--- config.mk ---
export PLATFORM = sky130hd
export DESIGN_NAME = chan_play_seq
export DESIGN_NICKNAME = d
export VERILOG_FILES = /design/src/rtl/chan_seq_pkg.sv /design/src/rtl/chan_cmd_decode.sv /design/src/rtl/chan_slot.sv /design/src/rtl/chan_play_seq.sv
export SDC_FILE = /design/constraint.sdc
export NUM_CORES = 2
export LEC_CHECK = 0
export ABC_AREA = 0
export BUFFER_PORTS_ARGS = -buffer_cell sky130_fd_sc_hd__buf_2
export CORE_MARGIN = 1
export CORE_UTILIZATION = 60
export DETAILED_ROUTE_END_ITERATION = 8
export PLACE_DENSITY_LB_ADDON = 0.15
export SLEW_MARGIN = 20
export SYNTH_ARGS = -nofsm -noshare
export SYNTH_HDL_FRONTEND = slang
export SYNTH_SLANG_ARGS = --single-unit
--- constraint.sdc ---
create_clock -name clk -period 8.02 [get_ports clk]
set_input_delay 1.604 -clock clk [delete_from_list [all_inputs] [get_ports clk]]
set_output_delay 1.604 -clock clk [all_outputs]
set_load 0.05 [all_outputs]
--- src/rtl/chan_seq_pkg.sv ---
package chan_seq_pkg;

    localparam int LEN_W  = 8;
    localparam int OP_W   = 2;

    typedef enum logic [OP_W-1:0] {
        OP_START   = 2'd0,
        OP_STOP    = 2'd1,
        OP_LOOP    = 2'd2,
        OP_SILENCE = 2'd3
    } op_e;

    // Activity kind of the running slot and of the pending slot.
    typedef enum logic [1:0] {
        SLOT_NONE = 2'd0,
        SLOT_PLAY = 2'd1,
        SLOT_SIL  = 2'd2
    } slot_e;

    // Per-channel request decoded from one host command.
    typedef struct packed {
        logic             start;
        logic             stop;
        logic             loop_wr;
        logic             loop_val;
        logic             sil;
        logic [LEN_W-1:0] sil_len;
    } chan_req_t;

    function automatic logic sel_bit(input logic [7:0] mask, input int idx);
        return mask[idx];
    endfunction

endpackage

--- src/rtl/chan_cmd_decode.sv ---
module chan_cmd_decode
    import chan_seq_pkg::*;
#(
    parameter int NCH = 8,
    localparam int CH_W = (NCH > 1) ? $clog2(NCH) : 1
) (
    input  logic             cmd_valid,
    input  logic [OP_W-1:0]  cmd_op,
    input  logic [NCH-1:0]   cmd_mask,
    input  logic [CH_W-1:0]  cmd_chan,
    input  logic [LEN_W-1:0] cmd_len,
    output chan_req_t        req_o [NCH]
);

    op_e op;
    assign op = op_e'(cmd_op);

    for (genvar g = 0; g < NCH; g++) begin : g_dec
        always_comb begin
            req_o[g]          = '0;
            req_o[g].sil_len  = cmd_len;
            req_o[g].loop_val = cmd_mask[g];
            if (cmd_valid) begin
                unique case (op)
                    OP_START:   req_o[g].start   = cmd_mask[g];
                    OP_STOP:    req_o[g].stop    = cmd_mask[g];
                    OP_LOOP:    req_o[g].loop_wr = 1'b1;
                    OP_SILENCE: req_o[g].sil     = (cmd_chan == CH_W'(g));
                    default:    req_o[g]         = req_o[g];
                endcase
            end
        end
    end

endmodule

--- src/rtl/chan_slot.sv ---
module chan_slot
    import chan_seq_pkg::*;
#(
    parameter int AW          = 24,
    parameter int UNIT_CYCLES = 16384,
    localparam int MAX_SIL    = ((1 << LEN_W) - 1) * UNIT_CYCLES,
    localparam int CW         = $clog2(MAX_SIL + 1)
) (
    input  logic          clk,
    input  logic          rst,
    input  chan_req_t     req,
    input  logic          tick,
    input  logic [AW-1:0] start_in,
    input  logic [AW-1:0] stop_in,
    output logic          ready,
    output logic          quiet,
    output logic          mute,
    output logic          addr_valid,
    output logic [AW-1:0] addr
);

    slot_e            act_q, pend_q;
    logic [LEN_W-1:0] pend_len_q;
    logic             loop_q;
    logic [AW-1:0]    addr_q, start_q, stop_q;
    logic [CW-1:0]    sil_cnt_q;

    logic at_end, sil_end, slot_free, take_start, take_sil;

    always_comb begin
        at_end     = (act_q == SLOT_PLAY) && tick && (addr_q >= stop_q);
        sil_end    = (act_q == SLOT_SIL) && (sil_cnt_q == CW'(1));
        slot_free  = (act_q == SLOT_NONE) || (at_end && !loop_q) || sil_end;
        take_start = req.start && (pend_q == SLOT_NONE);
        take_sil   = req.sil && (pend_q == SLOT_NONE) && (req.sil_len != '0);
    end

    always_ff @(posedge clk) begin
        if (rst) begin
            act_q      <= SLOT_NONE;
            pend_q     <= SLOT_NONE;
            pend_len_q <= '0;
            loop_q     <= 1'b0;
            addr_q     <= '0;
            start_q    <= '0;
            stop_q     <= '0;
            sil_cnt_q  <= '0;
        end else begin
            if (req.loop_wr) loop_q <= req.loop_val;
            if (req.stop) begin
                act_q  <= SLOT_NONE;
                pend_q <= SLOT_NONE;
            end else begin
                if (act_q == SLOT_PLAY && tick) begin
                    if (!at_end)     addr_q <= addr_q + AW'(1);
                    else if (loop_q) addr_q <= start_q;
                end
                if (act_q == SLOT_SIL) sil_cnt_q <= sil_cnt_q - CW'(1);
                if (slot_free) begin
                    unique case (pend_q)
                        SLOT_PLAY: begin
                            act_q   <= SLOT_PLAY;
                            addr_q  <= start_in;
                            start_q <= start_in;
                            stop_q  <= stop_in;
                        end
                        SLOT_SIL: begin
                            act_q     <= SLOT_SIL;
                            sil_cnt_q <= CW'(pend_len_q) * CW'(UNIT_CYCLES);
                        end
                        default: act_q <= SLOT_NONE;
                    endcase
                    pend_q <= SLOT_NONE;
                end
                if (take_start) begin
                    pend_q <= SLOT_PLAY;
                end else if (take_sil) begin
                    pend_q     <= SLOT_SIL;
                    pend_len_q <= req.sil_len;
                end
            end
        end
    end

    assign ready      = (pend_q == SLOT_NONE);
    assign quiet      = (act_q == SLOT_NONE) && (pend_q == SLOT_NONE);
    assign mute       = (act_q != SLOT_PLAY);
    assign addr_valid = (act_q == SLOT_PLAY) && tick;
    assign addr       = addr_q;

endmodule

--- src/rtl/chan_play_seq.sv ---
module chan_play_seq
    import chan_seq_pkg::*;
#(
    parameter int NCH         = 8,
    parameter int AW          = 24,
    parameter int UNIT_CYCLES = 16384,
    localparam int CH_W       = (NCH > 1) ? $clog2(NCH) : 1
) (
    input  logic              clk,
    input  logic              rst,
    input  logic              cmd_valid,
    input  logic [OP_W-1:0]   cmd_op,
    input  logic [NCH-1:0]    cmd_mask,
    input  logic [CH_W-1:0]   cmd_chan,
    input  logic [LEN_W-1:0]  cmd_len,
    input  logic [NCH-1:0]    sample_tick,
    input  logic [NCH*AW-1:0] start_addr,
    input  logic [NCH*AW-1:0] stop_addr,
    output logic [NCH-1:0]    ready,
    output logic [NCH-1:0]    quiet,
    output logic [NCH-1:0]    mute,
    output logic [NCH-1:0]    addr_valid,
    output logic [NCH*AW-1:0] addr_out
);

    chan_req_t req [NCH];

    chan_cmd_decode #(.NCH(NCH)) dec_i (
        .cmd_valid (cmd_valid),
        .cmd_op    (cmd_op),
        .cmd_mask  (cmd_mask),
        .cmd_chan  (cmd_chan),
        .cmd_len   (cmd_len),
        .req_o     (req)
    );

    for (genvar g = 0; g < NCH; g++) begin : g_ch
        chan_slot #(.AW(AW), .UNIT_CYCLES(UNIT_CYCLES)) slot_i (
            .clk        (clk),
            .rst        (rst),
            .req        (req[g]),
            .tick       (sample_tick[g]),
            .start_in   (start_addr[g*AW +: AW]),
            .stop_in    (stop_addr[g*AW +: AW]),
            .ready      (ready[g]),
            .quiet      (quiet[g]),
            .mute       (mute[g]),
            .addr_valid (addr_valid[g]),
            .addr       (addr_out[g*AW +: AW])
        );
    end

endmodule

==> flow_summary_export.csv <==
group,metric,value,unit
placed_design,gp_congestion,0.970,
floorplanning,core.rowCount,102,
clock_tree,cts_resized,0,
floorplanning,die_w,282,µm
grt,track_usage,0.357,
sta,rsz0062_at_grt,"no",
placed_design,port_buffers,639,
worst_setup_path,cp_data_arrival_time,3.12,ns
layout,register_area,17100,µm²
clock_tree,clkTransAtPathRegs,0.06,ns
floorplanning,coreArea,77600,µm²
grt,grt_pass1_vias,45300,
layout,multi_input_area,27100,µm²
routing,routedWlPerCell,19.2,µm
logic_synthesis,ys_types,96,
clock_tree,clockBufferDepth,3,
grt,grt_overflow,0,
sta,skew,0.0325,ns
worst_setup_path,critPathLaunch,"sample_tick[6]",
pwr,p_leak,20.7,nW
worst_setup_path,cp-end-kind,"output port",
worst_setup_path,crit_required,6.42,ns
routing,ant_nets,0,
routing,drt_wl_total,149000,µm
layout,fillers,6670,
clock_tree,cts_hold_buf,0,
sta,fin_ws,3.29,ns
worst_setup_path,path_class,"input port to output port",
worst_setup_path,cp_max_fo,20,
logic_synthesis,ys_async_sr_fraction,0,
clock_tree,post-cts-setup-buffers,0,
routing,drtIter0Drc,4734,
sta,timing.setup.tns,0,ns
worst_setup_path,slowest_delay,0.59,ns
grt,antenna_found_initial,29,
clock_tree,clk_latency,0.66,ns
sta,report.final.slew_viol_count,0,
worst_setup_path,cp_slowest_cell,"clkinv_1",
logic_synthesis,netlist_instances,6211,
clock_tree,clock-root-buffer,"clkbuf_16",
layout,drive_above_1_share,0.140,
sta,min_period,4.73,ns
worst_setup_path,reg2reg_from,"g_ch[6].slot_i.addr[23]",
pwr,power,0.0101,W
grt,grt_pass1_wl,234000,µm
sta,period_share,0.589,
placed_design,hpwlAfterDp,101000,µm
logic_synthesis,synth-edff-count,0,
pwr,ir_drop,187,µV
grt,grt_max_degree,173,
sta,setup_viol,0,
routing,dr.pass1.iters,9,
clock_tree,cts_made_buffers,92,
run_status,status,"completed",
min_path,hp-start,"g_ch[5].slot_i.start_q[21]",
job,maxCapViolations,0,
worst_setup_path,crit_path_start_kind,"input port",
pwr,p_per_area,188,nW/µm²
routing,vias,48600,
floorplanning,pin_count,640,
logic_synthesis,yosys_warnings,0,
layout,syn2layout_area_growth,14.0,%
floorplanning,fp.dieArea,79600,µm²
worst_setup_path,cpMostUsedCell,"buf_2",
floorplanning,die-height,282,µm
min_path,hp-class,"flop to flop",
clock_tree,cts_tree,"done",
worst_setup_path,path_delay_family,"buffers and inverters",
routing,via_per_inst,6.28,
logic_synthesis,synthesis.area,47100,µm²
logic_synthesis,ys_seq_area_frac,0.364,
logic_synthesis,synth_seq_cells,856,
worst_setup_path,crit_buf_inv,4,
logic_synthesis,syn-num-nets,6843,
logic_synthesis,syn_area_per_cell,7.58,µm²
floorplanning,initial_utilization,0.607,
logic_synthesis,synthFlopType,"dfxtp_1",
clock_tree,htreeDepth,3,
routing,route.detailed.drc,0,
sta,relSlewSlack,0.273,
layout,nets,7240,
sta,worst_pin_slew,1.09,ns
worst_setup_path,crit_chain,"buf_2, inv_1, or2_2, clkinv_1, buf_2",
clock_tree,cts_sinks,856,
placed_design,dp_slack,3.01,ns
sta,report.final.hold_viol_count,0,
sta,fmax,0.212,GHz
==> cell families (layout without fill, tap and decap cells) <==
logic type               after synthesis  count (layout)  synth area share
other                                  0              27                 0
AND/OR/NAND/NOR                     2583            2583             0.253
AO/OA/AOI/OAI                       1624            1624             0.220
buffers and inverters                715            1186            0.0622
adder cells (fa/ha/maj)              216             216            0.0574
XOR/XNOR                              97              97            0.0180
flip-flops                           856             856             0.364
multiplexers                         120             120            0.0257
==> routing by layer <==
layer	GRT usage	up-vias	part of all wire
met1	0.456	22800	0.40
met2	0.572	2393	0.46
met4	0.200	12	0.053
met5	0	-	0.00048
met3	0.0605	488	0.087
li1	-	23000	-
==> worst paths after layout <==
| kind | cells after the start | endpoint | slack [ns] |
|---|---|---|---|
| max reg2reg | 10 | g_ch[6].slot_i.addr[7] | 3.68 |
| min reg2reg | 2 | g_ch[5].slot_i.start_q[21] | 0.45 |
| max | 5 | addr_valid[6] | 3.29 |
| min | 2 | g_ch[5].slot_i.start_q[21] | 0.45 |
==> worst register-to-register path, cell delays in order (launching register included) <==
cell and delay (ns):
dfxtp_1 0.39, ha_1 0.36, nand4_1 0.17, nor4_1 0.59, o211ai_1 0.21, o211a_1 0.44, o31a_1 0.47, or3_1 0.39
buf_4 0.30, nor2_1 0.70, a221o_1 0.27
==> registers in the layout (all words and copies together) (netlist names) <==
register	flops
g_ch.slot_i.act_q	16
g_ch.slot_i.stop_q	192
g_ch.slot_i.loop_q	8
g_ch.slot_i.addr	192
g_ch.slot_i.sil_cnt_q	176
g_ch.slot_i.start_q	192
g_ch.slot_i.pend_q	16
g_ch.slot_i.pend_len_q	64
==> synth_stat cells (55+ instances only) <==
master | n | share of area
a31oi_1 | 77 | 0.010
nor3_1 | 165 | 0.018
nor4_1 | 78 | 0.010
nand2b_1 | 55 | 0.0073
nor2_1 | 534 | 0.043
inv_1 | 302 | 0.024
mux2i_1 | 113 | 0.024
dfxtp_1 | 856 | 0.36
ha_1 | 216 | 0.057
and3_1 | 103 | 0.014
xnor2_1 | 68 | 0.013
or3_1 | 69 | 0.0092
nand4_1 | 96 | 0.013
a211oi_1 | 112 | 0.018
a21oi_1 | 668 | 0.071
nand2_1 | 1105 | 0.088
clkbuf_1 | 300 | 0.024
nand3_1 | 169 | 0.018
o21ai_0 | 232 | 0.025
==> stage by stage <==
step,instances,util,area [µm²],hold WS [ns]
after floorplan,6211,-,47100,0.431
after global placement,7553,0.650,50500,0.437
after detailed placement,7553,0.650,50500,0.442
after CTS,7721,0.691,53600,0.450
after global routing,7746,0.692,53700,0.466
final,7749,0.692,53700,0.450
==> power breakdown <==
| part | total, W | internal (W) | leakage, nW | switching [W] |
|---|---|---|---|---|
| combinational | 0.00127 | 0.000372 | 12.3 | 0.000900 |
| clock | 0.00443 | 0.00261 | 1.55 | 0.00182 |
| sequential | 0.00440 | 0.00431 | 6.91 | 0.0000869 |
==> placed cells by master (no fill, tap or decap), types with 42 or more instances in the layout <==
master     instances
and2_1            42
buf_2            638
nand2b_1          54
inv_1            302
nor4_1            78
nor2_1           531
a211oi_1         111
buf_4             72
and3_1           103
mux2i_1          113
o21ai_0          232
a21oi_1          666
xnor2_1           68
a31oi_1           77
nand2_1         1105
ha_1             216
clkbuf_16         93
nand4_1           96
nor3_1           163
dfxtp_1          856
or3_1             69
nand3_1          169
==> final cells by class <==
| cell class | instances | share of cell area |
|---|---|---|
| multi-input combinational | 4640 | 0.505 |
| timing repair buffer | 713 | 0.0706 |
| clock buffer | 134 | 0.0507 |
| tap | 1040 | 0.0242 |
| antenna | 27 | 0.00126 |
| clock inverter | 34 | 0.00764 |
| inverter | 305 | 0.0214 |
| sequential | 856 | 0.319 |
Note: power is estimated with default switching activity, not from simulation.
